File: config.mk
export PLATFORM = sky130hd
export DESIGN_NAME = lane_lock_monitor
export DESIGN_NICKNAME = d
export VERILOG_FILES = /design/src/rtl/lane_lock_pkg.sv /design/src/rtl/init_sequencer.sv /design/src/rtl/lane_word_lock.sv /design/src/rtl/lock_aggregator.sv /design/src/rtl/lane_lock_monitor.sv
export SDC_FILE = /design/constraint.sdc
export NUM_CORES = 1
export LEC_CHECK = 0
export CORE_ASPECT_RATIO = 0.75
export CORE_MARGIN = 3
export CORE_UTILIZATION = 45
export DETAILED_ROUTE_END_ITERATION = 7
export DONT_BUFFER_PORTS = 1
export GPL_TIMING_DRIVEN = 0
export PLACE_DENSITY_LB_ADDON = 0.3
export SYNTH_ARGS = -nofsm -noshare
export SYNTH_HDL_FRONTEND = slang
export SYNTH_SLANG_ARGS = --single-unit
export TNS_END_PERCENT = 100
File: constraint.sdc
create_clock -name clk -period 3.1 [get_ports clk]
set_input_delay 0.62 -clock clk [delete_from_list [all_inputs] [get_ports clk]]
set_output_delay 0.62 -clock clk [all_outputs]
set_load 0.02 [all_outputs]
File: src/rtl/lane_lock_pkg.sv
package lane_lock_pkg;
  localparam int HDR_W = 3;

  typedef enum logic {
    ST_HUNT = 1'b0,
    ST_LOCK = 1'b1
  } lane_state_e;

  // legal when the two low bits differ; bit 2 is the inversion flag
  function automatic logic hdr_is_legal(input logic [HDR_W-1:0] h);
    return h[1] ^ h[0];
  endfunction
endpackage

File: src/rtl/init_sequencer.sv
module init_sequencer #(
  parameter int INIT_CYCLES = 8
) (
  input  logic clk,
  input  logic rst,
  input  logic start_req,
  output logic busy
);
  localparam int CW = (INIT_CYCLES < 2) ? 1 : $clog2(INIT_CYCLES + 1);
  localparam logic [CW-1:0] LAST = CW'(INIT_CYCLES - 1);

  logic [CW-1:0] cnt_q;

  always_ff @(posedge clk) begin
    if (rst || start_req) begin
      busy  <= 1'b1;
      cnt_q <= '0;
    end else if (busy) begin
      if (cnt_q == LAST) begin
        busy  <= 1'b0;
        cnt_q <= '0;
      end else begin
        cnt_q <= cnt_q + 1'b1;
      end
    end
  end


  req_starts_seq_chk: assert property (@(posedge clk) disable iff (rst)
    start_req |=> busy);
endmodule

File: src/rtl/lane_word_lock.sv
module lane_word_lock
  import lane_lock_pkg::*;
#(
  parameter int LOCK_RUN  = 64,
  parameter int WINDOW    = 64,
  parameter int BAD_LIMIT = 16
) (
  input  logic             clk,
  input  logic             clr,
  input  logic             hdr_vld,
  input  logic [HDR_W-1:0] hdr,
  input  logic             fsync_raw,
  output logic             word_lock,
  output logic             sync_lock
);
  localparam int MAXC = (LOCK_RUN > WINDOW) ? LOCK_RUN : WINDOW;
  localparam int CW   = $clog2(MAXC + 1);
  localparam logic [CW-1:0] RUN_LAST = CW'(LOCK_RUN - 1);
  localparam logic [CW-1:0] WIN_LAST = CW'(WINDOW - 1);
  localparam logic [CW-1:0] BAD_LAST = CW'(BAD_LIMIT - 1);

  lane_state_e   state_q;
  logic [CW-1:0] good_q, win_q, bad_q;
  logic          sync_q;
  logic          legal, drop;

  always_comb begin
    legal = hdr_is_legal(hdr);
    drop  = (state_q == ST_LOCK) && hdr_vld && !legal && (bad_q == BAD_LAST);
  end

  always_ff @(posedge clk) begin
    if (clr) begin
      state_q <= ST_HUNT;
      good_q  <= '0;
      win_q   <= '0;
      bad_q   <= '0;
      sync_q  <= 1'b0;
    end else begin
      sync_q <= (state_q == ST_LOCK) && !drop && fsync_raw;
      case (state_q)
        ST_HUNT: begin
          if (hdr_vld) begin
            if (!legal) begin
              good_q <= '0;
            end else if (good_q == RUN_LAST) begin
              state_q <= ST_LOCK;
              good_q  <= '0;
              win_q   <= '0;
              bad_q   <= '0;
            end else begin
              good_q <= good_q + 1'b1;
            end
          end
        end
        default: begin
          if (hdr_vld) begin
            if (drop) begin
              state_q <= ST_HUNT;
              win_q   <= '0;
              bad_q   <= '0;
            end else if (win_q == WIN_LAST) begin
              win_q <= '0;
              bad_q <= '0;
            end else begin
              win_q <= win_q + 1'b1;
              if (!legal) bad_q <= bad_q + 1'b1;
            end
          end
        end
      endcase
    end
  end

  assign word_lock = (state_q == ST_LOCK);
  assign sync_lock = sync_q;


  lock_on_legal_chk: assert property (@(posedge clk) disable iff (clr)
    $rose(word_lock) |-> $past(hdr_vld && hdr_is_legal(hdr)));

  drop_on_illegal_chk: assert property (@(posedge clk) disable iff (clr)
    ($fell(word_lock) && !$past(clr)) |-> $past(hdr_vld && !hdr_is_legal(hdr)));

  sync_after_word_chk: assert property (@(posedge clk) disable iff (clr)
    sync_lock |-> word_lock);

  drop_clears_sync_chk: assert property (@(posedge clk) disable iff (clr)
    $fell(word_lock) |-> !sync_lock);
endmodule

File: src/rtl/lock_aggregator.sv
module lock_aggregator #(
  parameter int NUM_LANES = 4
) (
  input  logic                 clk,
  input  logic                 rst,
  input  logic [NUM_LANES-1:0] word_vec,
  input  logic [NUM_LANES-1:0] sync_vec,
  output logic                 all_word,
  output logic                 all_sync
);
  always_ff @(posedge clk) begin
    if (rst) begin
      all_word <= 1'b0;
      all_sync <= 1'b0;
    end else begin
      all_word <= &word_vec;
      all_sync <= &sync_vec;
    end
  end


  all_word_chk: assert property (@(posedge clk) disable iff (rst)
    all_word |-> $past(&word_vec));

  all_sync_chk: assert property (@(posedge clk) disable iff (rst)
    all_sync |-> $past(&sync_vec));
endmodule

File: src/rtl/lane_lock_monitor.sv
module lane_lock_monitor
  import lane_lock_pkg::*;
#(
  parameter int NUM_LANES   = 4,
  parameter int LOCK_RUN    = 64,
  parameter int WINDOW      = 64,
  parameter int BAD_LIMIT   = 16,
  parameter int INIT_CYCLES = 8
) (
  input  logic                       clk,
  input  logic                       rst,
  input  logic                       reset_req,
  input  logic [NUM_LANES-1:0]       word_vld,
  input  logic [NUM_LANES*HDR_W-1:0] hdr_in,
  input  logic [NUM_LANES-1:0]       frame_sync_raw,
  output logic [NUM_LANES-1:0]       word_lock,
  output logic [NUM_LANES-1:0]       sync_lock,
  output logic                       all_word_lock,
  output logic                       all_sync_lock
);
  logic busy;
  logic lane_clr;

  init_sequencer #(.INIT_CYCLES(INIT_CYCLES)) u_seq (
    .clk       (clk),
    .rst       (rst),
    .start_req (reset_req),
    .busy      (busy)
  );

  assign lane_clr = rst | busy;

  for (genvar i = 0; i < NUM_LANES; i++) begin : g_lane
    lane_word_lock #(
      .LOCK_RUN  (LOCK_RUN),
      .WINDOW    (WINDOW),
      .BAD_LIMIT (BAD_LIMIT)
    ) u_lane (
      .clk       (clk),
      .clr       (lane_clr),
      .hdr_vld   (word_vld[i]),
      .hdr       (hdr_in[i*HDR_W +: HDR_W]),
      .fsync_raw (frame_sync_raw[i]),
      .word_lock (word_lock[i]),
      .sync_lock (sync_lock[i])
    );
  end

  lock_aggregator #(.NUM_LANES(NUM_LANES)) u_agg (
    .clk      (clk),
    .rst      (rst),
    .word_vec (word_lock),
    .sync_vec (sync_lock),
    .all_word (all_word_lock),
    .all_sync (all_sync_lock)
  );


  init_masks_lanes_chk: assert property (@(posedge clk) disable iff (rst)
    busy |=> (word_lock == '0));
endmodule

==> impl_metrics.env, run 1 <==
export IMPL_finalCriticalPeriod_ns=2.14
export IMPL_clock_latency_ns=0.35
export IMPL_track_usage_pct=19.8
export IMPL_drv_slew=0
export IMPL_tightestPinTransition_ns=0.994
export IMPL_p_clk_share_pct=48.8
export IMPL_wl_per_cell_um=16.3
export IMPL_path_clk_slew_ns=0.07
export IMPL_slew_limit_headroom_pct=33.3
export IMPL_yosysSeqAreaShare_pct=37.7
export IMPL_die_h_um=99.6
export IMPL_p_seq_share_pct=48.0
export IMPL_crit_slowest_cell="a311oi_1"
export IMPL_fin_nets=665
export IMPL_portBuffers=0
export IMPL_grt_max_degree=16
export IMPL_cts_sinks=99
export IMPL_drtIter0Drc=380
export IMPL_synth_nets=654
export IMPL_fin_crit_sh_pct=69.0
export IMPL_start_util_pct=47.1
export IMPL_synth_area_um2=5250
export IMPL_crit_path_max_fanout=7
export IMPL_worstPathRequired_ns=3.36
export IMPL_hold_viol=0
export IMPL_antenna_found_initial=0
export IMPL_gp_congestion=0.844
export IMPL_synth_cell_types=68
export IMPL_status="completed"
export IMPL_cp_end_kind="register"
export IMPL_cts_tree="yes"
export IMPL_ctsHoldBuffers=0
export IMPL_drv_cap=0
export IMPL_p_per_area_nw_per_um2=460
export IMPL_vias=4810
export IMPL_worst_slack_ns=0.960
export IMPL_n_antenna_cell=0
export IMPL_dr_pass1_iters=5
export IMPL_drive_gt1_share_pct=7.89
export IMPL_synth_avg_cell_area_um2=8.50
export IMPL_area_growth_pct=9.89
export IMPL_grt_setup_unrepaired="false"
export IMPL_core_area_um2=11100
export IMPL_postCtsSetupBuffers=0
export IMPL_p_comb_share_pct=3.2
export IMPL_synth_edf_count=0
export IMPL_arrival_ns=2.40
export IMPL_cp_start_kind="register"
export IMPL_vdd_drop_max_mv=0.269
export IMPL_grt_pass1_vias=4447
export IMPL_final_setup_viol_count=0
export IMPL_die_x_um=131
export IMPL_max_stage_delay_ns=0.83
export IMPL_synth_warnings=0
export IMPL_hp_class="in2reg"
export IMPL_grt_overflow_total=0
export IMPL_cts_resized=0
export IMPL_hp_start="reset_req"
export IMPL_finalWirelength_mm=12.7
export IMPL_synthCells=618
export IMPL_cellLeakagePower_uw=0.00201
export IMPL_fin_skew_ns=0.00779
export IMPL_ios=33
export IMPL_hpwl_mm=9.02
export IMPL_clock_path_buffers=2
export IMPL_fmax_mhz=467
export IMPL_cp_startpoint="g_lane[2].u_lane.win_q[0]"
export IMPL_num_rows=33
export IMPL_dieArea_um2=13000
export IMPL_drcViolationCount=0
export IMPL_internal_power_uw=2110
export IMPL_via_per_inst=6.21
export IMPL_synth_async_reset_ratio_pct=0
export IMPL_ys_ff_latch=99
export IMPL_p_sw_uw=541
export IMPL_h_tree_depth=3
export IMPL_pre_cts_ws_ns=0.802
export IMPL_cts_root_buf="clkbuf_16"
export IMPL_swShare_pct=20.4
export IMPL_grt_first_pass_wirelength_mm=21.1
export IMPL_crit_type="reg2reg"
export IMPL_synthFlopType="dfxtp_1"
export IMPL_r2r_start="g_lane[2].u_lane.win_q[0]"
export IMPL_crit_chain="ha_1 -> and4b_1 -> a311oi_1 -> nand4_1 -> o311ai_2"
export IMPL_drtAntennaViolNets=0
export IMPL_setup_tns_final_ns=0
export IMPL_cts_buffers=9
layout by cell type (no fill, tap or decap), types with 4 or more instances in the layout:
cell / n
nor2b_1: 4
and3b_1: 4
xor2_1: 14
buf_6: 5
a31oi_1: 23
and3_1: 21
clkbuf_16: 9
a311oi_1: 5
dfxtp_1: 99
o21ai_0: 23
nand3_1: 53
nand2b_1: 7
clkbuf_1: 17
a22oi_1: 4
o211ai_1: 7
xnor2_1: 6
nand4b_1: 6
buf_4: 8
nor2_1: 34
nand2_1: 59
buf_2: 5
mux2i_1: 11
nand4_1: 31
a32oi_1: 7
a41oi_1: 5
a21oi_1: 29
and2_1: 7
o211a_1: 4
ha_1: 13
nor3_1: 15
inv_1: 31
o221ai_1: 11
metrics by stage:
| stage | area (um2) | util (%) | total power (uW) | std cells | hold slack, ns |
|---|---|---|---|---|---|
| 2_1_floorplan | 5250 | - | 1370 | 618 | 0.407 |
| 3_3_place_gp | 5430 | 48.7 | 1380 | 758 | 0.418 |
| 3_5_place_dp | 5430 | 48.7 | 1390 | 758 | 0.426 |
| 4_1_cts | 5770 | 51.8 | 2680 | 774 | 0.330 |
| 5_1_grt | 5770 | 51.8 | 2730 | 774 | 0.327 |
| 6_report | 5770 | 51.8 | 2650 | 774 | 0.338 |
synthesized netlist by cell type (7+ instances only):
library cell,count,area share (%)
dfxtp_1,99,38
nand2_1,59,4.2
nand3_1,53,5.1
nor2_1,34,2.4
inv_1,31,2.2
nand4_1,31,3.7
a21oi_1,29,2.8
a31oi_1,23,2.7
o21ai_0,23,2.2
and3_1,21,2.5
clkbuf_1,15,1.1
nor3_1,15,1.4
xor2_1,14,2.3
ha_1,13,3.1
mux2i_1,11,2.1
o221ai_1,11,1.8
buf_4,8,1.1
a32oi_1,7,1.2
and2_1,7,0.83
nand2b_1,7,0.83
o211ai_1,7,1.0
per-layer routing:
layer / GRT usage (%) / vias to the layer above / wire length (um)
li1: - / 2328 / -
met1: 26.9 / 2317 / 5940
met2: 30.3 / 145 / 5760
met3: 4.88 / 20 / 708
met4: 7.75 / 0 / 243
met5: 0 / - / 0
power groups by stage:
stage                     Combinational [uW]  Sequential (uW)  Clock [uW]
after floorplan                         65.1             1300           0
after global placement                  80.7             1300           0
after detailed placement                82.9             1300           0
after CTS                               83.2             1270        1320
after global routing                    92.8             1270        1370
final                                   84.7             1270        1290
cells by family after synthesis:
group,Yosys count,synth area share (%)
AOI/OAI and AO/OA,143,19.8
xor gates and xnor gates,23,4.27
adders and majority gates,13,3.10
buffers and inverters,68,6.48
DFF,99,37.7
muxes,12,2.31
and+or+nand+nor,260,26.3
critical path: cells and delay by family (launching register included):
| kind | cells | cell delay [ns] |
|---|---|---|
| AOI/OAI and AO/OA | 2 | 0.96 |
| adders and majority gates | 1 | 0.25 |
| DFF | 1 | 0.35 |
| and+or+nand+nor | 2 | 0.48 |
layout make-up:
cell class	instances	area [um2]
clock buffer	12	246
sequential	99	1980
inverter	31	116
tap	140	175
fill	1026	5380
buffer	37	224
clock inverter	4	97.6
multi-input combinational	451	2930
registers in the layout (all words and copies together), names as in the netlist:
name                     flops
u_seq.cnt_q                  4
g_lane.u_lane.word_lock      4
u_agg.all_word               1
g_lane.u_lane.win_q         28
u_agg.all_sync               1
g_lane.u_lane.good_q        28
u_seq.busy                   1
g_lane.u_lane.sync_lock      4
g_lane.u_lane.bad_q         28
final timing paths:
path | endpoint | slack (ns) | cells after the start
setup reg to reg | g_lane[2].u_lane.bad_q[2] | 0.96 | 5
setup / recovery | g_lane[2].u_lane.bad_q[2] | 0.96 | 5
hold / removal | u_seq.cnt_q[0] | 0.34 | 1
hold reg to reg | g_lane[0].u_lane.win_q[6] | 0.43 | 2
Note: power is estimated with default switching activity, not from simulation.
==> run 2: changes to the inputs <==
- clock period: 3.1 -> 2.2 ns (I/O delays scaled with it)
==> impl_metrics.env, run 2 (synthesis gave the netlist of run 1 again) <==
export IMPL_via_per_inst=6.21
export IMPL_drcViolationCount=0
export IMPL_clock_latency_ns=0.35
export IMPL_dp_cells=758
export IMPL_finalWirelength_mm=12.7
export IMPL_top_regs="g_lane.u_lane.bad_q: 28 flops, g_lane.u_lane.good_q: 28 flops, g_lane.u_lane.win_q: 28 flops"
export IMPL_crit_type="reg2reg"
export IMPL_grt_first_pass_wirelength_mm=21.1
export IMPL_cts_sinks=99
export IMPL_fin_nets=665
export IMPL_status="completed"
export IMPL_fin_cells=774
export IMPL_fin_skew_ns=0.00681
export IMPL_grt_max_degree=16
export IMPL_portBuffers=0
export IMPL_tightestPinTransition_ns=0.722
export IMPL_postCtsSetupBuffers=0
export IMPL_vdd_drop_max_mv=0.377
export IMPL_clock_path_buffers=2
export IMPL_cp_end_kind="register"
export IMPL_ff2ff_setup_slack_ns=0.19
export IMPL_cts_resized=0
export IMPL_final_util_pct=51.8
export IMPL_drv_cap=0
export IMPL_antenna_found_initial=0
export IMPL_slew_limit_headroom_pct=51.8
export IMPL_setup_tns_final_ns=0
export IMPL_drv_slew=0
export IMPL_cp_start_kind="register"
export IMPL_hpwl_mm=9.02
export IMPL_final_common_cell="dfxtp_1"
export IMPL_cellLeakagePower_uw=0.00201
export IMPL_holdWs_ns=0.158
export IMPL_ctsHoldBuffers=0
export IMPL_arrival_ns=2.28
export IMPL_track_usage_pct=19.8
export IMPL_die_x_um=131
export IMPL_crit_path_max_fanout=10
export IMPL_drtAntennaViolNets=0
export IMPL_n_antenna_cell=0
export IMPL_wl_per_cell_um=16.3
export IMPL_num_rows=33
export IMPL_grt_setup_unrepaired="false"
export IMPL_fmax_mhz=498
export IMPL_total_power_uw=3730
export IMPL_vias=4807
export IMPL_fin_crit_sh_pct=91.3
export IMPL_gp_congestion=0.844
export IMPL_cts_tree="yes"
export IMPL_drtIter0Drc=376
export IMPL_dieArea_um2=13000
export IMPL_core_area_um2=11100
export IMPL_worstPathRequired_ns=2.47
export IMPL_path_clk_slew_ns=0.07
export IMPL_hp_class="in2reg"
export IMPL_start_util_pct=47.1
export IMPL_finalCriticalPeriod_ns=2.01
export IMPL_h_tree_depth=3
export IMPL_grt_overflow_total=0
export IMPL_final_setup_viol_count=0
export IMPL_grt_pass1_vias=4447
export IMPL_drive_gt1_share_pct=8.04
export IMPL_layout_common_cells="dfxtp_1 (99), nand2_1 (59), nand3_1 (53)"
export IMPL_cts_root_buf="clkbuf_16"
export IMPL_cts_buffers=9
export IMPL_die_h_um=99.6
export IMPL_ios=33
export IMPL_area_growth_pct=10.0
export IMPL_p_per_area_nw_per_um2=647
export IMPL_hold_viol=0
export IMPL_dr_pass1_iters=5
==> run 2: cell types whose count changed in the layout (fill, tap and decap cells not counted) <==
| cell | previous run | this run |
|---|---|---|
| a311oi_2 | 0 | 1 |
| a311oi_1 | 5 | 4 |
==> run 2: stage by stage <==
stage                     setup WS [ns]  area (um2)
final                             0.192        5780
after global routing             0.0266        5780
after CTS                        0.0886        5770
after detailed placement         0.0819        5430
after global placement           0.0946        5430
after floorplan                   0.491        5250
==> run 2: path summary, 6_finish.rpt <==
check / from / to / cells past startpoint
max: u_seq.busy / g_lane[2].u_lane.win_q[6] / 6
min: reset_req / u_seq.cnt_q[2] / 1
max reg2reg: u_seq.busy / g_lane[2].u_lane.win_q[6] / 6
min reg2reg: g_lane[0].u_lane.win_q[6] / g_lane[0].u_lane.win_q[6] / 2
==> run 2: area by class of cell <==
type | instances | area [um2]
clock inverter | 4 | 97.6
buffer | 37 | 224
sequential | 99 | 1980
fill | 1025 | 5370
clock buffer | 12 | 246
inverter | 31 | 116
multi-input combinational | 451 | 2940
tap | 140 | 175
==> run 2: critical path, stage by stage (launching register included) <==
cell      delay (ns)
dfxtp_1         0.31
buf_6           0.14
nor2_1          0.35
clkbuf_8        0.27
clkbuf_1        0.57
nand2_1         0.14
a21oi_1         0.15
==> run 2: metal layers <==
| layer | wire length [um] | GRT usage (%) | part of all wire [%] |
|---|---|---|---|
| met2 | 5750 | 30.3 | 45 |
| met4 | 242 | 7.75 | 1.9 |
| met5 | 0 | 0 | 0 |
| met1 | 6020 | 26.9 | 48 |
| met3 | 636 | 4.88 | 5.0 |
==> run 2: power breakdown <==
| group | switching [uW] | total, uW | leakage, uW | internal, uW |
|---|---|---|---|---|
| registers | 1.57 | 1790 | 0.000797 | 1790 |
| clock network | 676 | 1820 | 0.000163 | 1140 |
| logic | 83.3 | 121 | 0.00105 | 37.7 |
